<file path="src/rtl/adc_rr_pkg.sv">
package adc_rr_pkg;

  typedef enum logic [1:0] {
    GRANT_NONE = 2'd0,
    GRANT_CPU  = 2'd1,
    GRANT_DMA  = 2'd2
  } grant_e;

endpackage

</file>
<file path="src/rtl/rr_read_arbiter.sv">
module rr_read_arbiter
  import adc_rr_pkg::*;
#(
  parameter int IDXW = 3
) (
  input  logic            cpu_en,
  input  logic [IDXW-1:0] cpu_idx,
  input  logic            dma_en,
  input  logic [IDXW-1:0] dma_idx,
  output grant_e          grant,
  output logic [IDXW-1:0] gnt_idx,
  output logic            gnt_any
);

  // Fixed priority: the CPU wins every conflict.
  always_comb begin
    grant   = GRANT_NONE;
    gnt_idx = '0;
    if (cpu_en) begin
      grant   = GRANT_CPU;
      gnt_idx = cpu_idx;
    end else if (dma_en) begin
      grant   = GRANT_DMA;
      gnt_idx = dma_idx;
    end
  end

  assign gnt_any = cpu_en | dma_en;

endmodule

</file>
<file path="src/rtl/rr_result_store.sv">
module rr_result_store #(
  parameter int NREG = 8,
  parameter int DW   = 16,
  parameter int IDXW = 3
) (
  input  logic                     clk,
  input  logic                     rst,
  input  logic                     wr_en,
  input  logic [IDXW-1:0]          wr_idx,
  input  logic [DW-1:0]            wr_data,
  input  logic                     clr_en,
  input  logic [IDXW-1:0]          clr_idx,
  input  logic [IDXW-1:0]          rd_idx,
  output logic [DW-1:0]            rd_data,
  output logic [NREG-1:0][DW-1:0]  bank
);

  // One flop word per register: a write and a clear to different
  // registers must both land in the same cycle.
  for (genvar g = 0; g < NREG; g++) begin : g_reg
    logic hit_wr;
    logic hit_clr;
    assign hit_wr  = wr_en  && (wr_idx  == IDXW'(g));
    assign hit_clr = clr_en && (clr_idx == IDXW'(g));

    always_ff @(posedge clk) begin
      if (rst) begin
        bank[g] <= '0;
      end else if (hit_wr) begin
        bank[g] <= wr_data;      // converter result beats the clear
      end else if (hit_clr) begin
        bank[g] <= '0;
      end
    end
  end

  // Read of the value before the edge (read-before-write).
  assign rd_data = bank[rd_idx];

endmodule

</file>
<file path="src/rtl/rr_fresh_flags.sv">
module rr_fresh_flags #(
  parameter int NREG = 8,
  parameter int IDXW = 3
) (
  input  logic            clk,
  input  logic            rst,
  input  logic            set_en,
  input  logic [IDXW-1:0] set_idx,
  input  logic            clr_en,
  input  logic [IDXW-1:0] clr_idx,
  output logic [NREG-1:0] flags
);

  for (genvar g = 0; g < NREG; g++) begin : g_flag
    always_ff @(posedge clk) begin
      if (rst) begin
        flags[g] <= 1'b0;
      end else if (set_en && (set_idx == IDXW'(g))) begin
        flags[g] <= 1'b1;
      end else if (clr_en && (clr_idx == IDXW'(g))) begin
        flags[g] <= 1'b0;
      end
    end
  end

endmodule

</file>
<file path="src/rtl/rr_read_port.sv">
module rr_read_port #(
  parameter int DW = 16
) (
  input  logic          clk,
  input  logic          rst,
  input  logic          take,
  input  logic [DW-1:0] data_in,
  output logic [DW-1:0] data_q,
  output logic          valid_q
);

  always_ff @(posedge clk) begin
    if (rst) begin
      data_q  <= '0;
      valid_q <= 1'b0;
    end else begin
      valid_q <= take;
      if (take) begin
        data_q <= data_in;
      end
    end
  end

endmodule

</file>
<file path="src/rtl/adc_result_bank.sv">
module adc_result_bank
  import adc_rr_pkg::*;
#(
  parameter int NREG = 8,
  parameter int DW   = 16,
  parameter int IDXW = (NREG > 1) ? $clog2(NREG) : 1
) (
  input  logic            clk,
  input  logic            rst,
  input  logic            auto_clr_en,
  input  logic            wr_en,
  input  logic [IDXW-1:0] wr_idx,
  input  logic [DW-1:0]   wr_data,
  input  logic            cpu_rd_en,
  input  logic [IDXW-1:0] cpu_rd_idx,
  input  logic            dma_rd_en,
  input  logic [IDXW-1:0] dma_rd_idx,
  output logic [DW-1:0]   cpu_rd_data,
  output logic            cpu_rd_valid,
  output logic [DW-1:0]   dma_rd_data,
  output logic            dma_rd_valid,
  output logic [NREG-1:0] fresh_flags
);

  grant_e                    grant;
  logic [IDXW-1:0]           gnt_idx;
  logic                      gnt_any;
  logic [DW-1:0]             sel_data;
  logic [NREG-1:0][DW-1:0]   bank_q;
  logic                      clr_en;

  rr_read_arbiter #(.IDXW(IDXW)) u_arb (
    .cpu_en  (cpu_rd_en),
    .cpu_idx (cpu_rd_idx),
    .dma_en  (dma_rd_en),
    .dma_idx (dma_rd_idx),
    .grant   (grant),
    .gnt_idx (gnt_idx),
    .gnt_any (gnt_any)
  );

  assign clr_en = gnt_any & auto_clr_en;

  rr_result_store #(.NREG(NREG), .DW(DW), .IDXW(IDXW)) u_store (
    .clk     (clk),
    .rst     (rst),
    .wr_en   (wr_en),
    .wr_idx  (wr_idx),
    .wr_data (wr_data),
    .clr_en  (clr_en),
    .clr_idx (gnt_idx),
    .rd_idx  (gnt_idx),
    .rd_data (sel_data),
    .bank    (bank_q)
  );

  rr_fresh_flags #(.NREG(NREG), .IDXW(IDXW)) u_fresh (
    .clk     (clk),
    .rst     (rst),
    .set_en  (wr_en),
    .set_idx (wr_idx),
    .clr_en  (gnt_any),
    .clr_idx (gnt_idx),
    .flags   (fresh_flags)
  );

  rr_read_port #(.DW(DW)) u_cpu_port (
    .clk     (clk),
    .rst     (rst),
    .take    (grant == GRANT_CPU),
    .data_in (sel_data),
    .data_q  (cpu_rd_data),
    .valid_q (cpu_rd_valid)
  );

  rr_read_port #(.DW(DW)) u_dma_port (
    .clk     (clk),
    .rst     (rst),
    .take    (grant == GRANT_DMA),
    .data_in (sel_data),
    .data_q  (dma_rd_data),
    .valid_q (dma_rd_valid)
  );

endmodule

</file>
<file path="config.mk">
export PLATFORM = sky130hd
export DESIGN_NAME = adc_result_bank
export DESIGN_NICKNAME = d
export VERILOG_FILES = /design/src/rtl/adc_rr_pkg.sv /design/src/rtl/rr_read_arbiter.sv /design/src/rtl/rr_result_store.sv /design/src/rtl/rr_fresh_flags.sv /design/src/rtl/rr_read_port.sv /design/src/rtl/adc_result_bank.sv
export SDC_FILE = /design/constraint.sdc
export NUM_CORES = 1
export LEC_CHECK = 0
export ABC_AREA = 0
export BUFFER_PORTS_ARGS = -buffer_cell sky130_fd_sc_hd__buf_2
export CORE_AREA = 4 4 136 112
export DETAILED_ROUTE_END_ITERATION = 7
export DIE_AREA = 0 0 140 116
export HOLD_SLACK_MARGIN = 0.15
export PLACE_DENSITY = 0.8
export SYNTH_ARGS = -nofsm -noshare
export SYNTH_HDL_FRONTEND = slang
export SYNTH_SLANG_ARGS = --single-unit
</file>
<file path="constraint.sdc">
create_clock -name clk -period 1.73 [get_ports clk]
set_input_delay 0.2595 -clock clk [delete_from_list [all_inputs] [get_ports clk]]
set_output_delay 0.2595 -clock clk [all_outputs]
set_load 0.01 [all_outputs]
</file>
==> results of run 1 <==
==> logic make-up (layout without fill, tap and decap cells) <==
logic type             count (synthesis)  after routing  share of synthesized area [%]
and+or+nand+nor                      370            370                          23.86
DFF                                  170            170                          41.79
buffers and inverters                112            193                          7.897
AOI/OAI and AO/OA                    346            346                          26.46
==> cell type report <==
class                           count  area (um^2)  area share [%]
Timing Repair Buffer              161         1331           13.68
Sequential cell                   170         3403           34.98
Tap cell                          184        230.2           2.366
Multi-Input combinational cell    716         4130           42.45
Clock inverter                      9        136.4           1.402
Clock buffer                       23        498.0           5.118
==> flip-flops by register name, indices dropped and copies added (netlist names) <==
register	cells
u_store.bank	128
u_dma_port.data_q	16
u_cpu_port.valid_q	1
u_cpu_port.data_q	16
u_fresh.flags	8
u_dma_port.valid_q	1
==> final timing paths <==
kind | end | cells past startpoint | slack (ns)
max | u_dma_port.data_q[7] | 7 | 0.25
min | u_store.bank[3] | 3 | 0.16
max reg2reg | u_cpu_port.data_q[7] | 3 | 0.59
min reg2reg | u_dma_port.data_q[10] | 2 | 0.46
==> cells in the mapped netlist (2+ instances only) <==
| cell type | number |
|---|---|
| nand3_1 | 100 |
| and4_1 | 32 |
| o21ai_1 | 45 |
| o221ai_2 | 4 |
| clkbuf_1 | 39 |
| buf_6 | 18 |
| a21oi_1 | 136 |
| nor3_2 | 2 |
| a221o_1 | 16 |
| nor3b_1 | 16 |
| nor2_2 | 3 |
| o21ai_2 | 3 |
| o221ai_1 | 15 |
| dfxtp_1 | 170 |
| and3b_1 | 3 |
| nand4_1 | 33 |
| clkbuf_2 | 11 |
| o211ai_1 | 64 |
| nor4bb_1 | 2 |
| o221ai_4 | 3 |
| nor2_1 | 10 |
| nand2b_1 | 3 |
| o21ai_0 | 59 |
| nand2_1 | 150 |
| buf_1 | 7 |
| buf_2 | 26 |
| buf_4 | 11 |
| nor2b_1 | 7 |
==> power by group through the flow <==
stage | clock network [W] | logic, W | registers, W
floorplan | 0 | 0.000497 | 0.00411
global placement | 0 | 0.000845 | 0.00412
detailed placement | 0 | 0.000860 | 0.00412
CTS | 0.00406 | 0.000866 | 0.00404
global route | 0.00424 | 0.000940 | 0.00404
finish | 0.00408 | 0.000909 | 0.00404
==> per-layer routing <==
| layer | track usage [%] | share of wire [%] |
|---|---|---|
| met5 | 0 | 0 |
| met4 | 19.82 | 6.2 |
| met3 | 12.17 | 16 |
| met2 | 54.95 | 41 |
| met1 | 48.78 | 36 |
==> per-stage QoR <==
step           hold slack [ns]  power, W  instance area (um^2)
6_report                0.1558  0.009030                  9729
5_1_grt                 0.1619  0.009218                  9729
4_1_cts                 0.1513  0.008962                  9729
3_5_place_dp            0.4466  0.004981                  9095
3_3_place_gp            0.4504  0.004965                  9095
2_1_floorplan           0.4445  0.004611                  8144
==> layout by cell type, fill, tap and decap left out, types with 17 or more instances in the layout <==
| cell type | instances |
|---|---|
| a21oi_1 | 136 |
| and4_1 | 32 |
| buf_12 | 24 |
| buf_2 | 71 |
| buf_4 | 66 |
| clkbuf_16 | 17 |
| dfxtp_1 | 170 |
| nand2_1 | 150 |
| nand3_1 | 100 |
| nand4_1 | 33 |
| o211ai_1 | 64 |
| o21ai_0 | 59 |
| o21ai_1 | 45 |
==> worst max-delay path: cells and delay by family <==
kind            cells  cell delay (ns)
buf+inv             3             0.54
compound gates      2             0.44
simple gates        2             0.55
==> out/results.ini, run 1 <==
[synth]
ys_ff_latch=170
post-synth-top-area-fraction_pct=41.79
number_of_flops_mapped_to_enable_cells_by_yosys=0
yosys.cell_types.count=38
yosys_warning_total=0
synth-async-reset-ratio_pct=0
synth_seq_area_share_pct=41.79
ys_dominant_reg_cell=dfxtp_1
postSynthAreaPerCell_um2=8.160
netlist_top_cells_area=dfxtp_1 42%, a21oi_1 8.4%, nand2_1 6.9%
post_synth_inst_count=998
post_synth_instance_area_um2=8144
postSynthNetCount=1029
synth_area_leader_cell=dfxtp_1

[timing]
max_slew.worst_pin.slew_ns=0.6024
timing.slew.headroom_pct=59.69
grt_setup_unrepaired=false
final_max_slew_viol_count=0
fin_worst_skew_ns=0.01245
fin_crit_ns=1.483
final_hold_viol_count=0
post-route-worst-setup-slack_ns=0.2473
fmax_ghz=0.6744
finalSetupViolations=0
min_period_over_period_pct=85.71
totalNegativeSetupSlack_ns=0

[setup_path]
slowest_delay_ns=0.33
crit_arrival_ns=1.82
critPathKind=input port to register
sort_of_element_at_the_start_of_the_critical_path=input port
cp-end-kind=register
critical_path.startpoint=cpu_rd_en
timing.critical_path.cells=buf_2 -> buf_4 -> nor4bb_4 -> buf_12 -> o21ai_0 -> and4_1 -> o221ai_1
worst_ep_required_time_ns=2.07
timing.critical_path.fanout_max=35
cpMaxStageDelayCell=nor4bb_4
r2r-start=u_store.bank[23]

[clock_tree]
cts_buffers=17
cts-root-to-sink-buffers=2
clk_latency_ns=0.43
number_of_buffers_inserted_for_hold_repair_after_clock_tree_synthesis=0
cts_resized=0
cts.repair_timing.setup_buffer_count=0
clock_tree_from_tritoncts=done
cts_root_buffer=clkbuf_16
h-tree-depth=4
cts.clk_slew.worst_paths_ns=0.07
cts.sink_count=170

[routing]
drt_first_iter_violations=1652
route.vias.total=8894
remaining_drc_errors=0
avgRoutedWirePerCell_um=24.13
drt-vias-per-instance=7.042
drt-pass1-iter-count=6
route.final.wire_length_mm=30.48
final_antenna_net_count=0

[floorplan]
floorplan.die.height_um=116
design.die.area_um2=16240
floorplan.rows=39
ios=73
chip_width_um=140
initial_core_util_pct=58.36
placeable_core_area_um2=13960

[pwr]
p_per_area_nw_per_um2=928.2
switching_power_summed_over_all_nets_w=0.002267
leakage_nw=3.462
power_frac_clock_pct=45.2
p_int_w=0.006764
ir_worst_vdd_v=0.0008945
combinational_power_share_pct=10.1
netSwitchingFraction_pct=25.10
power.share.sequential_pct=44.7

[global_route]
grt_start_max_net_pins=68
first_pass_grt_wire_length_mm=47.02
grt_antenna_before_repair=0
global_route_total_overflow=0
grt_pass1_vias=8349
global_route.usage.total_pct=37.20

[placement]
detailedPlacementHpwl_mm=19.29
dp_cells=1231
gpl.final_weighted_congestion=0.9567
dpl_ws_ns=-0.07658
placement.io_buffers=72

[final_layout]
layout-drive-gt1-share_pct=20.02
flow.area_growth_from_synthesis_pct=19.47
design.final.nets=1097
layout.cells.non_filler=1263
antenna_cells_inserted=0
final_util_pct=69.71
fillers=1135

[flow_run]
max_cap_viol_count=0

[hold_path]
min-delay-path-class=input port to register
hold_start=wr_data[3]

[status]
run_status=complete, no violations

Note: power is estimated with default switching activity, not from simulation.
==> run 2: changes to the inputs <==
Settings changed: BUFFER_PORTS_ARGS -buffer_cell sky130_fd_sc_hd__buf_2 to not set, DONT_BUFFER_PORTS set to 1, HOLD_SLACK_MARGIN 0.15 to not set, PLACE_DENSITY 0.8 to 0.75.
==> out/results.ini, run 2 (synthesis results as in run 1) <==
[global_route]
grt_pass1_vias=7804  ; -6.5%
global_route_total_overflow=0  ; unchanged
grt_antenna_before_repair=1  ; +1
global_route.usage.total_pct=36.27  ; -0.93 points
grt_start_max_net_pins=86  ; +26%
first_pass_grt_wire_length_mm=45.79  ; -2.6%

[placement]
gpl.final_weighted_congestion=0.9705  ; +1.4%
dp_cells=1107  ; -10%
detailedPlacementHpwl_mm=17.13  ; -11%
dpl_ws_ns=-0.02538  ; +0.05120 ns
placement.io_buffers=0  ; -100%

[pwr]
netSwitchingFraction_pct=23.95  ; -1.1 points
power.share.sequential_pct=45.1  ; +0.4 points
post-layout-total-power_w=0.008982  ; -0.53%
p_per_area_nw_per_um2=922.0  ; -0.66%
ir_worst_vdd_v=0.0008146  ; -8.9%
leakage_nw=3.367  ; -2.7%
power_frac_clock_pct=46.7  ; +1.5 points
switching_power_summed_over_all_nets_w=0.002151  ; -5.1%
p_int_w=0.006831  ; +0.99%
combinational_power_share_pct=8.2  ; -1.9 points

[setup_path]
cpMaxStageDelayCell=dlygate4sd3_1
critPathKind=input port to register
crit_family=buffers and inverters
worst_ep_required_time_ns=2.05  ; -0.02 ns
timing.critical_path.depth=8  ; +1
worst_setup_path_endpoint=u_store.bank[90]
sort_of_element_at_the_start_of_the_critical_path=input port
crit_arrival_ns=2.02  ; +0.20 ns
timing.critical_path.fanout_max=35  ; unchanged
cp-end-kind=register
timing.critical_path.cells=nor4bb_4 -> buf_12 -> o221ai_4 -> buf_12 -> buf_12 -> nand3_1 -> a21oi_1 -> dlygate4sd3_1
critical_path.n_buffers_inverters=4  ; +1
r2r_slack_ns=0.45  ; -0.14 ns
r2r-end=u_store.bank[86]
r2r-start=u_store.bank[86]
slowest_delay_ns=0.55  ; +0.22 ns
worst_path_most_repeated_cell=buf_12
critical_path.startpoint=cpu_rd_en
worst_r2r_path_depth=3  ; unchanged

[final_layout]
largest_register_ffs=128  ; unchanged
layout.cells.non_filler=1229  ; -2.7%
layout.cells.most_common_list=170 x dfxtp_1, 150 x nand2_1, 136 x a21oi_1, 100 x nand3_1, 83 x dlygate4sd3_1
layout.cells.most_common=dfxtp_1
multi_input_logic_area_um2=4150  ; +0.48%
design.final.nets=1062  ; -3.2%
register_area_um2=3403  ; unchanged
flow.area_growth_from_synthesis_pct=19.62
biggest_regs=u_store.bank x128, u_cpu_port.data_q x16, u_dma_port.data_q x16
final_util_pct=69.80  ; +0.090 points
fillers=1153  ; +1.6%
largest_register=u_store.bank
layout-drive-gt1-share_pct=9.387  ; -11 points

[routing]
drt-vias-per-instance=6.883  ; -2.3%
drt-pass1-iter-count=7  ; +1
route.final.wire_length_mm=29.73  ; -2.5%
final_antenna_net_count=0  ; unchanged
route.vias.total=8459  ; -4.9%
avgRoutedWirePerCell_um=24.19  ; +0.24%
drt_first_iter_violations=1445  ; -13%
remaining_drc_errors=0  ; unchanged

[clock_tree]
clock_tree_from_tritoncts=done
cts.sink_count=170  ; unchanged
cts_root_buffer=clkbuf_16
cts-root-to-sink-buffers=2  ; unchanged
cts_buffers=17  ; unchanged
h-tree-depth=4  ; unchanged
clk_latency_ns=0.43  ; about the same
cts.clk_slew.worst_paths_ns=0.06  ; about the same

[floorplan]
design.die.area_um2=16240  ; unchanged
floorplan.die.height_um=116  ; unchanged
placeable_core_area_um2=13960  ; unchanged
floorplan.rows=39  ; unchanged
ios=73  ; unchanged
chip_width_um=140  ; unchanged
initial_core_util_pct=58.36  ; unchanged

[flow_run]
max_cap_viol_count=0  ; unchanged

[hold_path]
min-delay-path-class=input port to register

[timing]
grt_setup_unrepaired=false
timing.slew.headroom_pct=41.53  ; -18 points
max_slew.worst_pin.slew_ns=0.8770  ; +0.2746 ns
fin_worst_skew_ns=0.007608  ; -0.004842 ns
min_period_over_period_pct=98.16  ; +12 points
fin_crit_ns=1.698  ; +0.2155 ns
post-route-worst-setup-slack_ns=0.03180  ; -0.2155 ns
final_hold_viol_count=0  ; unchanged
final_max_slew_viol_count=0  ; unchanged
hold-worst-slack_ns=0.05671  ; -0.09910 ns
finalSetupViolations=0  ; unchanged
fmax_ghz=0.5889  ; -13%

[status]
run_status=complete, no violations

## run 2: changes by cell type in the layout (fill, tap and decap cells not counted), sizes merged
cell / previous run / this run
buf: 161 / 42
bufinv: 3 / 4
clkbuf: 23 / 22
clkinv: 4 / 5
clkinvlp: 2 / 1
diode: 0 / 1
dlygate4sd3: 0 / 83
nand2b: 4 / 5
## run 2: layout make-up
cell class | count | area share (%)
diodes | 1 | 0.02569
clock buffers | 22 | 4.970
clock inverters | 10 | 1.683
multi-input cells | 717 | 42.60
flip-flops and latches | 170 | 34.93
well taps | 184 | 2.363
repair buffers | 125 | 13.42
## run 2: per-stage QoR
| stage | area (um^2) | TNS (ns) |
|---|---|---|
| after floorplan | 8144 | 0 |
| after global placement | 8142 | 0 |
| after detailed placement | 8142 | -0.1689 |
| after CTS | 9638 | 0 |
| after global routing | 9739 | 0 |
| final | 9742 | 0 |
## run 2: worst reg2reg max path: cells and delay by family, from the launching register on
kind            cells  cell delay [ns]
compound gates      1             0.19
buf+inv             1             0.58
flops               1             0.34
simple gates        1             0.10
## run 2: timing repair
| item | CTS | global route |
|---|---|---|
| resized for setup | 0 | 2 |
| endpoints found under the setup margin | 0 | 42 |
| hold buffers | 83 | 1 |
| hold endpoints to repair | 138 | 1 |
| buffers inserted | 0 | 4 |
## run 2: worst min-delay path by stage
| stage | cells past startpoint | slack [ns] | from | to |
|---|---|---|---|---|
| finish | 1 | 0.06 | cpu_rd_en | u_cpu_port.valid_q |
| global route | 1 | 0.04 | cpu_rd_en | u_cpu_port.valid_q |
| CTS | 2 | 0.0005 | wr_data[11] | u_store.bank[123] |
| detailed placement | 1 | 0.34 | rst | u_store.bank[67] |
| global placement | 1 | 0.34 | rst | u_store.bank[66] |
| floorplan | 2 | 0.44 | u_store.bank[118] | u_store.bank[118] |
## run 2: power groups by stage
stage          sequential, W  clock (W)  combinational (W)
5_1_grt              0.00405    0.00438           0.000771
3_5_place_dp         0.00413          0           0.000540
4_1_cts              0.00405    0.00417           0.000685
6_report             0.00405    0.00420           0.000736
2_1_floorplan        0.00411          0           0.000497
3_3_place_gp         0.00413          0           0.000533
## run 2: layer usage
layer	vias to the layer above	part of all wire (%)	wire (um)	track usage, %
met5	-	0.11	32	0
met4	4	2.8	842	11.30
met3	96	18	5295	13.49
met2	691	42	12420	52.71
met1	3910	37	11150	50.41
li1	3758	-	-	-
==> run 3: changes to the inputs <==
--- a/config.mk
+++ b/config.mk
@@ -7,7 +7,7 @@
 export LEC_CHECK = 0
 export ABC_AREA = 0
-export CORE_AREA = 4 4 136 112
+export CORE_AREA = 2 2 134 110
 export DETAILED_ROUTE_END_ITERATION = 7
-export DIE_AREA = 0 0 140 116
+export DIE_AREA = 0 0 136 112
 export DONT_BUFFER_PORTS = 1
 export PLACE_DENSITY = 0.75
==> constraint.sdc (replaced) <==
create_clock -name clk -period 1.73 [get_ports clk]
set_input_delay 0.0865 -clock clk [delete_from_list [all_inputs] [get_ports clk]]
set_output_delay 0.0865 -clock clk [all_outputs]
set_load 0.01 [all_outputs]
==> out/results.ini, run 3 (synthesis results as in run 1) <==
[pwr]
combinational_power_share_pct=8.9  ; +0.7 points
p_int_w=0.006151  ; -10%
ir_worst_vdd_v=0.0009179  ; +13%
post-layout-total-power_w=0.008192  ; -8.8%
p_per_area_nw_per_um2=862.3  ; -6.5%
switching_power_summed_over_all_nets_w=0.002041  ; -5.1%
power_frac_clock_pct=41.7  ; -5.0 points
leakage_nw=3.260  ; -3.2%
power.share.sequential_pct=49.4  ; +4.3 points
netSwitchingFraction_pct=24.92  ; +0.97 points

[timing]
final_max_slew_viol_count=0  ; unchanged
totalNegativeSetupSlack_ns=0  ; unchanged
min_period_over_period_pct=96.17  ; -2.0 points
final_hold_viol_count=0  ; unchanged
fin_crit_ns=1.664  ; -0.03453 ns
max_slew.worst_pin.slew_ns=1.215  ; +0.3383 ns
timing.slew.headroom_pct=18.81  ; -23 points
fin_worst_skew_ns=0.008003  ; +0.0003943 ns
finalSetupViolations=0  ; unchanged
grt_setup_unrepaired=false
fmax_ghz=0.6011  ; +2.1%
post-route-worst-setup-slack_ns=0.06632  ; +0.03453 ns

[placement]
placement.io_buffers=0  ; unchanged
detailedPlacementHpwl_mm=16.86  ; -1.6%
gpl.final_weighted_congestion=0.9336  ; -3.8%
dpl_ws_ns=0.08157  ; +0.1069 ns

[routing]
avgRoutedWirePerCell_um=24.35  ; +0.67%
drt-pass1-iter-count=8  ; +1
route.final.wire_length_mm=29.69  ; -0.15%
remaining_drc_errors=0  ; unchanged
route.vias.total=8407  ; -0.61%
drt-vias-per-instance=6.897  ; +0.20%
final_antenna_net_count=0  ; unchanged
drt_first_iter_violations=1477  ; +2.2%

[final_layout]
layout.cells.most_common=dfxtp_1
layout.cells.most_common_list=170 x dfxtp_1, 150 x nand2_1, 136 x a21oi_1, 100 x nand3_1, 83 x dlygate4sd3_1
largest_register=u_store.bank
register_area_um2=3403  ; unchanged
layout-drive-gt1-share_pct=8.309  ; -1.1 points
fillers=1191  ; +3.3%
biggest_regs=u_store.bank x128, u_cpu_port.data_q x16, u_dma_port.data_q x16
antenna_cells_inserted=0  ; -1
design.final.nets=1057  ; -0.47%
largest_register_ffs=128  ; unchanged
flow.area_growth_from_synthesis_pct=16.65
multi_input_logic_area_um2=4141  ; -0.21%

[clock_tree]
cts.sink_count=170  ; unchanged
cts.clk_slew.worst_paths_ns=0.06  ; about the same
cts_buffers=17  ; unchanged
cts-root-to-sink-buffers=2  ; unchanged
h-tree-depth=4  ; unchanged
clk_latency_ns=0.43  ; about the same
cts_root_buffer=clkbuf_16
clock_tree_from_tritoncts=done

[floorplan]
design.die.area_um2=15230  ; -6.2%
floorplan.die.height_um=112  ; -3.4%
ios=73  ; unchanged
initial_core_util_pct=58.36  ; unchanged
chip_width_um=136  ; -2.9%
placeable_core_area_um2=13960  ; unchanged
floorplan.rows=39  ; unchanged

[global_route]
global_route_total_overflow=0  ; unchanged
first_pass_grt_wire_length_mm=44.97  ; -1.8%
grt_antenna_before_repair=0  ; -1
grt_pass1_vias=7684  ; -1.5%
global_route.usage.total_pct=38.99  ; +2.7 points
grt_start_max_net_pins=83  ; -3.5%

[hold_path]
hold_start=dma_rd_en
min_path_cells=2  ; +1
hold-path-endpoint=u_dma_port.valid_q
min-delay-path-class=input port to register

[setup_path]
r2r-start=u_store.bank[29]
r2r-end=u_store.bank[29]
crit_arrival_ns=2.03  ; about the same
worst_ep_required_time_ns=2.10  ; +0.05 ns
r2r_slack_ns=0.44  ; about the same
timing.critical_path.fanout_max=16  ; -54%
sort_of_element_at_the_start_of_the_critical_path=input port
cp-end-kind=register
critPathKind=input port to register
worst_r2r_path_depth=3  ; unchanged

[flow_run]
max_cap_viol_count=0  ; unchanged

[status]
run_status=complete, no violations

==> run 3: cell types whose count changed in the layout (fill, tap and decap cells not counted), sizes merged <==
cell and change:
clkbuf +2, buf -4, bufinv -4, clkinvlp -1, nand2b -1, diode -1, clkinv -1
==> run 3: layout make-up <==
cell class                 instances  area share, %
tap                              184          2.423
clock buffer                      24          5.070
timing repair buffer             121          12.88
sequential                       170          35.82
multi-input combinational        716          43.59
clock inverter                     4         0.2107
==> run 3: worst max path at each step <==
stage / from / slack, ns / endpoint
finish: cpu_rd_en / 0.07 / u_store.bank[29]
global route: cpu_rd_en / 0.05 / u_store.bank[80]
CTS: cpu_rd_en / 0.12 / u_store.bank[32]
detailed placement: cpu_rd_en / 0.08 / u_dma_port.data_q[7]
global placement: cpu_rd_en / 0.11 / u_dma_port.data_q[15]
floorplan: cpu_rd_en / 0.39 / u_cpu_port.data_q[10]
==> run 3: worst max-delay path, stage by stage <==
cell and delay, ns:
and3b_1 0.23, o221ai_2 0.71, nand3_1 0.18, a21oi_1 0.23, dlygate4sd3_1 0.59
==> run 3: per-stage QoR <==
stage          util, %  hold WS [ns]  instances  cell area [um^2]
6_report         68.07       0.05381       1219              9500
2_1_floorplan        -        0.3443        998              8144
3_5_place_dp     58.09        0.1754       1104              8107
4_1_cts          67.83      0.004351       1216              9467
3_3_place_gp     58.09        0.1730       1104              8107
5_1_grt          68.07       0.01095       1219              9500
==> run 3: power by group through the flow <==
stage                     Clock [W]  Sequential, W  Combinational (W)
after floorplan                   0        0.00411           0.000497
after global placement            0        0.00413           0.000524
after detailed placement          0        0.00413           0.000532
after CTS                   0.00340        0.00404           0.000689
after global routing        0.00358        0.00405           0.000758
final                       0.00342        0.00405           0.000730
==> run 3: what timing repair did <==
| item | CTS | global route |
|---|---|---|
| endpoints found under the setup margin | 0 | 7 |
| setup buffers | 0 | 3 |
| endpoints found under the hold margin | 152 | 0 |
| hold buffers | 84 | 0 |
| resized for setup | 0 | 1 |
==> run 3: routing by layer <==
layer	GRT usage (%)	part of all wire, %	vias to the layer above
li1	-	-	3737
met1	55.21	39	3964
met2	55.64	43	631
met3	13.71	16	75
met4	11.94	2.4	0
met5	0	0	-
